### config.mk
export PLATFORM = sky130hd
export DESIGN_NAME = dual_timer_cascade
export DESIGN_NICKNAME = d
export VERILOG_FILES = /design/src/rtl/tmr_pkg.sv /design/src/rtl/tmr_rst_sync.sv /design/src/rtl/tmr_tick_gate.sv /design/src/rtl/tmr_regs.sv /design/src/rtl/tmr_core.sv /design/src/rtl/dual_timer_cascade.sv
export SDC_FILE = /design/constraint.sdc
export NUM_CORES = 1
export LEC_CHECK = 0
export BUFFER_PORTS_ARGS = -buffer_cell sky130_fd_sc_hd__buf_2
export CAP_MARGIN = 20
export CORE_MARGIN = 1
export CORE_UTILIZATION = 50
export DETAILED_ROUTE_END_ITERATION = 8
export PLACE_DENSITY = 0.68
export RECOVER_POWER = 100
export SETUP_SLACK_MARGIN = 0.2
export SYNTH_ARGS = -nofsm -noshare
export SYNTH_HDL_FRONTEND = slang
export SYNTH_SLANG_ARGS = --single-unit
### constraint.sdc
create_clock -name clk -period 2.03 [get_ports clk]
set_clock_uncertainty 0.05 [all_clocks]
set_input_delay 0.203 -clock clk [delete_from_list [all_inputs] [get_ports clk]]
set_output_delay 0.203 -clock clk [all_outputs]
set_load 0.01 [all_outputs]
### src/rtl/tmr_pkg.sv
package tmr_pkg;
  localparam int unsigned ADDR_CNT0 = 0;
  localparam int unsigned ADDR_CNT1 = 1;
  localparam int unsigned ADDR_CMP0 = 2;
  localparam int unsigned ADDR_CMP1 = 3;
  localparam int unsigned ADDR_CTL0 = 4;
  localparam int unsigned ADDR_CTL1 = 5;
  localparam int unsigned ADDR_CASC = 6;

  // control byte: bit1 = clear-and-start, bit0 = enable
  typedef struct packed {
    logic clr;
    logic en;
  } tmr_ctl_t;
endpackage

### src/rtl/tmr_rst_sync.sv
module tmr_rst_sync #(
  parameter int unsigned STAGES = 2
) (
  input  logic clk,
  input  logic arst_n,
  output logic rst_n_o
);
  logic [STAGES-1:0] sync_q;

  always_ff @(posedge clk or negedge arst_n) begin
    if (!arst_n) sync_q <= '0;
    else         sync_q <= {sync_q[STAGES-2:0], 1'b1};
  end

  assign rst_n_o = sync_q[STAGES-1];
endmodule

### src/rtl/tmr_tick_gate.sv
module tmr_tick_gate (
  input  logic clk,
  input  logic rst_n,
  input  logic tick_i,
  input  logic hold_i,
  input  logic en_i,
  output logic step_o
);
  logic tick_q;
  logic pend_q, pend_d;
  logic rise;

  assign rise   = tick_i & ~tick_q;
  assign step_o = en_i & ~hold_i & (rise | pend_q);

  always_comb begin
    if (!en_i)       pend_d = 1'b0;
    else if (hold_i) pend_d = pend_q | rise;
    else             pend_d = pend_q & rise;  // two steps pending: apply one, keep one
  end

  always_ff @(posedge clk or negedge rst_n) begin
    if (!rst_n) begin
      tick_q <= 1'b0;
      pend_q <= 1'b0;
    end else begin
      tick_q <= tick_i;
      pend_q <= pend_d;
    end
  end
endmodule

### src/rtl/tmr_regs.sv
module tmr_regs
  import tmr_pkg::*;
#(
  parameter int unsigned CW = 8,
  parameter int unsigned AW = 3
) (
  input  logic                clk,
  input  logic                rst_n,
  input  logic                wr_i,
  input  logic                rd_i,
  input  logic [AW-1:0]       addr_i,
  input  logic [CW-1:0]       wdata_i,
  input  logic [1:0][CW-1:0]  cnt_i,
  output logic [CW-1:0]       rdata_o,
  output logic [1:0][CW-1:0]  cmp_o,
  output tmr_ctl_t [1:0]      ctl_o,
  output logic                casc_o,
  output logic                hold_o
);
  logic [1:0][CW-1:0] cmp_q, cmp_d;
  tmr_ctl_t [1:0]     ctl_q, ctl_d;
  logic               casc_q, casc_d;
  logic               reg_ld;

  assign reg_ld = wr_i;

  always_comb begin
    cmp_d  = cmp_q;
    ctl_d  = ctl_q;
    casc_d = casc_q;
    if (addr_i == AW'(ADDR_CMP0)) cmp_d[0] = wdata_i;
    if (addr_i == AW'(ADDR_CMP1)) cmp_d[1] = wdata_i;
    if (addr_i == AW'(ADDR_CTL0)) ctl_d[0] = tmr_ctl_t'(wdata_i[1:0]);
    if (addr_i == AW'(ADDR_CTL1)) ctl_d[1] = tmr_ctl_t'(wdata_i[1:0]);
    if (addr_i == AW'(ADDR_CASC)) casc_d   = wdata_i[0];
  end

  always_ff @(posedge clk or negedge rst_n) begin
    if (!rst_n) begin
      cmp_q  <= '0;
      ctl_q  <= '0;
      casc_q <= 1'b0;
    end else if (reg_ld) begin
      cmp_q  <= cmp_d;
      ctl_q  <= ctl_d;
      casc_q <= casc_d;
    end
  end

  always_comb begin
    rdata_o = '0;
    if (rd_i) begin
      unique case (addr_i)
        AW'(ADDR_CNT0): rdata_o = cnt_i[0];
        AW'(ADDR_CNT1): rdata_o = cnt_i[1];
        AW'(ADDR_CMP0): rdata_o = cmp_q[0];
        AW'(ADDR_CMP1): rdata_o = cmp_q[1];
        AW'(ADDR_CTL0): rdata_o = {{(CW-2){1'b0}}, ctl_q[0]};
        AW'(ADDR_CTL1): rdata_o = {{(CW-2){1'b0}}, ctl_q[1]};
        AW'(ADDR_CASC): rdata_o = {{(CW-1){1'b0}}, casc_q};
        default:        rdata_o = '0;
      endcase
    end
  end

  assign hold_o = rd_i & ((addr_i == AW'(ADDR_CNT0)) | (addr_i == AW'(ADDR_CNT1)));
  assign cmp_o  = cmp_q;
  assign ctl_o  = ctl_q;
  assign casc_o = casc_q;
endmodule

### src/rtl/tmr_core.sv
module tmr_core
  import tmr_pkg::*;
#(
  parameter int unsigned CW = 8
) (
  input  logic               clk,
  input  logic               rst_n,
  input  logic [1:0]         step_i,
  input  tmr_ctl_t [1:0]     ctl_i,
  input  logic               casc_i,
  input  logic [1:0][CW-1:0] cmp_i,
  output logic [1:0][CW-1:0] cnt_o,
  output logic [1:0]         irq_o
);
  localparam int unsigned WW = 2 * CW;

  logic [1:0][CW-1:0] cnt_q, cnt_d;
  logic [1:0]         irq_q, irq_d;
  logic [WW-1:0]      wide_cur, wide_cmp, wide_nxt;
  logic               cnt_ld;

  assign wide_cur = {cnt_q[1], cnt_q[0]};
  assign wide_cmp = {cmp_i[1], cmp_i[0]};
  assign cnt_ld   = (|step_i) | ~ctl_i[0].en | ~ctl_i[1].en;

  always_comb begin
    cnt_d    = cnt_q;
    irq_d    = '0;
    wide_nxt = wide_cur;
    if (casc_i) begin
      if (!ctl_i[0].en) begin
        cnt_d = '0;
      end else if (step_i[0]) begin
        if (ctl_i[0].clr && (wide_cur == wide_cmp)) wide_nxt = '0;
        else                                        wide_nxt = wide_cur + 1'b1;
        cnt_d[1] = wide_nxt[WW-1:CW];
        cnt_d[0] = wide_nxt[CW-1:0];
        if (wide_nxt == wide_cmp) irq_d = 2'b11;
      end
    end else begin
      for (int i = 0; i < 2; i++) begin
        if (!ctl_i[i].en) begin
          cnt_d[i] = '0;
        end else if (step_i[i]) begin
          if (ctl_i[i].clr && (cnt_q[i] == cmp_i[i])) cnt_d[i] = '0;
          else                                       cnt_d[i] = cnt_q[i] + 1'b1;
          if (cnt_d[i] == cmp_i[i]) irq_d[i] = 1'b1;
        end
      end
    end
  end

  always_ff @(posedge clk or negedge rst_n) begin
    if (!rst_n)      cnt_q <= '0;
    else if (cnt_ld) cnt_q <= cnt_d;
  end

  always_ff @(posedge clk or negedge rst_n) begin
    if (!rst_n) irq_q <= '0;
    else        irq_q <= irq_d;
  end

  assign cnt_o = cnt_q;
  assign irq_o = irq_q;
endmodule

### src/rtl/dual_timer_cascade.sv
module dual_timer_cascade
  import tmr_pkg::*;
#(
  parameter int unsigned CW = 8,
  parameter int unsigned AW = 3
) (
  input  logic          clk,
  input  logic          rst_n,
  input  logic [1:0]    tick_i,
  input  logic          bus_wr_i,
  input  logic          bus_rd_i,
  input  logic [AW-1:0] bus_addr_i,
  input  logic [CW-1:0] bus_wdata_i,
  output logic [CW-1:0] bus_rdata_o,
  output logic [1:0]    match_irq_o
);
  logic               rst_sync_n;
  logic [1:0]         step_w;
  logic [1:0][CW-1:0] cnt_w;
  logic [1:0][CW-1:0] cmp_w;
  tmr_ctl_t [1:0]     ctl_w;
  logic               casc_w;
  logic               hold_w;

  tmr_rst_sync #(.STAGES(2)) u_rst (
    .clk     (clk),
    .arst_n  (rst_n),
    .rst_n_o (rst_sync_n)
  );

  for (genvar g = 0; g < 2; g++) begin : g_tick
    tmr_tick_gate u_gate (
      .clk    (clk),
      .rst_n  (rst_sync_n),
      .tick_i (tick_i[g]),
      .hold_i (hold_w),
      .en_i   (ctl_w[g].en),
      .step_o (step_w[g])
    );
  end

  tmr_regs #(.CW(CW), .AW(AW)) u_regs (
    .clk     (clk),
    .rst_n   (rst_sync_n),
    .wr_i    (bus_wr_i),
    .rd_i    (bus_rd_i),
    .addr_i  (bus_addr_i),
    .wdata_i (bus_wdata_i),
    .cnt_i   (cnt_w),
    .rdata_o (bus_rdata_o),
    .cmp_o   (cmp_w),
    .ctl_o   (ctl_w),
    .casc_o  (casc_w),
    .hold_o  (hold_w)
  );

  tmr_core #(.CW(CW)) u_core (
    .clk    (clk),
    .rst_n  (rst_sync_n),
    .step_i (step_w),
    .ctl_i  (ctl_w),
    .casc_i (casc_w),
    .cmp_i  (cmp_w),
    .cnt_o  (cnt_w),
    .irq_o  (match_irq_o)
  );
endmodule

==> metrics.txt <==
Critical-path top delay cell=or4b_1; Starting Density=0.5288; DIE WIDTH=87.47 microns; maximum vdd ir drop=approximately 0.58 mV; Reg2Reg Depth=7; WP data arrival=around 2.8 ns; RSZ-0062 raised after global routing=yes; CTS tree=done; max-slew violations=0; DRC Markers=0; final wirelength=12,570 microns; asr flop ratio synth=1.000; CP Launch Type=register; Final setup viols=20; setup slack, reg-to-reg=-0.57 ns; All-Layer GR Usage=0.3370; filler instances=530; Tightest Pin Transition=approximately 0.98 ns; max_slew headroom=0.3498; Detailed Place HPWL=9264 microns; Fin Hold WS=0.1013 ns; Area growth syn-to-layout=39.05%; drt first pass iters=5; final hold vios=0; initial antenna violation count=0; CP Launch Point=u_regs.cmp_o[0]; final setup margin=-0.5674 ns; Num CTS Buffers=5; Top FF cell, synth=dfrtp_1; crit path cell chain=or2_1 -> a2111o_1 -> or3_4 -> a221o_1 -> or4b_1 -> a21o_1 -> o32ai_2; largest net degree at the start of global routing=28; syn nets=432; count leader, synth=dfrtp_1; Fmax=385.0 MHz; Mapped Area=0.003652 sq mm; Crit path largest cell delay=approximately 0.48 ns; Synth top area share=0.3083; Crit Path Class=reg2reg; Final nets=560; global-route wire length before repair=19,110 microns; Core Box Area=0.006907 sq mm; status=finished, violations left; top post-synthesis cells by count=dfrtp_1 (45), nand2_1 (31), xnor2_1 (28); antenna cells=0; total gr overflow=0; CP Capture Type=register; period utilization=1.280; sequential area share after synthesis=0.3083; WP data required=2.21 ns; htree depth=2; Die Height=87.47 microns; die area=0.007650 sq mm; fin util=0.7353; Routed wire per std cell=19.70 microns; number of core rows=30; CP max FO=2; crit path capture=u_core.irq_o[0]; Post-Synthesis Cells=roughly 410; failing checks=setup timing; port buffer count=26; Clk pin slew, worst setup/hold paths=0.11 ns; post-synthesis register bit count=45; pwr dens=728.1 mW/mm^2; number of synthesized flops with an enable pin=0; shortest period the worst path allows=2.597 ns; Synth cell types=67; Pleak=about 2.1 nW; vias per cell=about 6.2; dominant cells by area after synthesis=dfrtp_1 (31%), mux2_2 (6.8%), xnor2_1 (6.7%); clock root buffer=clkbuf_8; Max-cap violations=0; Longest Clk Path Bufs=2; share of layout cells above drive strength 1=0.4225; clock sinks=45; GPL Wtd Cong=slightly below 1; synth warn=0; Initial DRC Count=403; Ports=27; FF-to-FF Start=u_regs.cmp_o[0]; area leader, netlist=dfrtp_1; ANT nets after route=0; clk_lat worst skew=0.32 ns; vias in the first global route=~3,700; Via Count=3,938; Worst Hold Class=in2reg; Critical R2R Capture=u_core.irq_o[0]; Synth Area per Inst=8.843 sq um
## stage by stage
step | area, sq um | setup TNS (ns) | total power [mW] | setup WS, ns | cells
floorplan | 3652 | -4.504 | 2.066 | -0.7253 | 413
global placement | 4606 | -4.633 | 2.693 | -0.5572 | 614
detailed placement | 4606 | -5.735 | 2.717 | -0.6131 | 614
CTS | 4923 | -5.582 | 3.566 | -0.5534 | 633
global route | 5079 | -8.143 | 3.849 | -0.6410 | 638
finish | 5079 | -5.530 | 3.698 | -0.5674 | 638
## how the worst min path moves through the flow
stage	from	to	slack [ns]	cells after the start
finish	bus_wdata_i[6]	u_regs.cmp_o[6]	0.10	2
global route	bus_wdata_i[7]	u_regs.cmp_o[15]	0.10	2
CTS	bus_wdata_i[3]	u_regs.cmp_o[3]	0.10	2
detailed placement	rst_n	u_rst.sync_q[0]	-0.06	1
global placement	rst_n	u_rst.sync_q[0]	-0.06	1
floorplan	rst_n	u_rst.sync_q[0]	-0.14	0
## flip-flops by register name, summed over array words and instances (netlist names)
| register | flops |
|---|---|
| u_regs.casc_o | 1 |
| u_regs.ctl_o | 4 |
| g_tick.u_gate.pend_q | 2 |
| g_tick.u_gate.tick_q | 2 |
| u_core.irq_o | 2 |
| u_regs.cmp_o | 16 |
| u_rst.sync_q | 2 |
| u_core.cnt_o | 16 |
## final cells by class
type	instances	area [sq um]	area share
multi-input cells	320	2464	0.4851
repair buffers	159	1207	0.2377
flip-flops and latches	45	1132	0.2230
well taps	96	120.1	0.02365
clock buffers	5	68.82	0.01355
clock inverters	3	48.80	0.009608
inverters	10	37.54	0.007391
## kinds of logic after synthesis
kind of cell / synth area share
xor+xnor: 0.1134
fa+ha+maj: 0.006851
other cells: 0.001027
buf+inv: 0.06201
mux: 0.1131
compound gates: 0.1984
flops: 0.3083
simple gates: 0.1970
## worst max-delay path: cells and delay by family (launching register included)
kind	cells	cell delay, ns
compound gates	4	0.98
flops	1	0.40
simple gates	3	1.09
## per-layer routing
| metal | wire length (microns) | up-vias | global-route usage |
|---|---|---|---|
| met5 | 0 | - | 0 |
| li1 | - | 1768 | - |
| met4 | 320 | 0 | 0.1073 |
| met2 | 5881 | 215 | 0.5220 |
| met1 | 5387 | 1923 | 0.4769 |
| met3 | 981 | 32 | 0.06066 |
## cells in the final DEF, fill, tap and decap left out, types with 9 or more instances in the layout
cell     Yosys  final
a21oi_1     23     18
buf_2        3     19
buf_4        1    107
buf_6        5     22
dfrtp_1     45     40
inv_1       10      9
mux2_2      22     20
nand2_1     31     31
nand3_1     12     11
nor2_1      27     27
nor2b_1     12      9
nor3_1      11     10
o21ai_0     24     19
o22ai_1     10      9
xnor2_1     28     27
xor2_1       9      9
## what timing repair did
| action | 4_1_cts | 5_1_grt |
|---|---|---|
| setup endpoints to repair | 26 | 26 |
| endpoints found under the hold margin | 4 | 0 |
| pin swaps | 11 | 8 |
| setup buffers | 8 | 5 |
| resized for setup | 29 | 35 |
| hold buffers | 3 | 0 |
## power by group
part	total [mW]	internal (mW)	leakage (nW)	switching [mW]
Sequential	1.13	1.02	0.569	0.117
Clock	0.744	0.376	0.0563	0.368
Combinational	1.82	0.922	1.51	0.899
(Power assumes the default switching activity.)
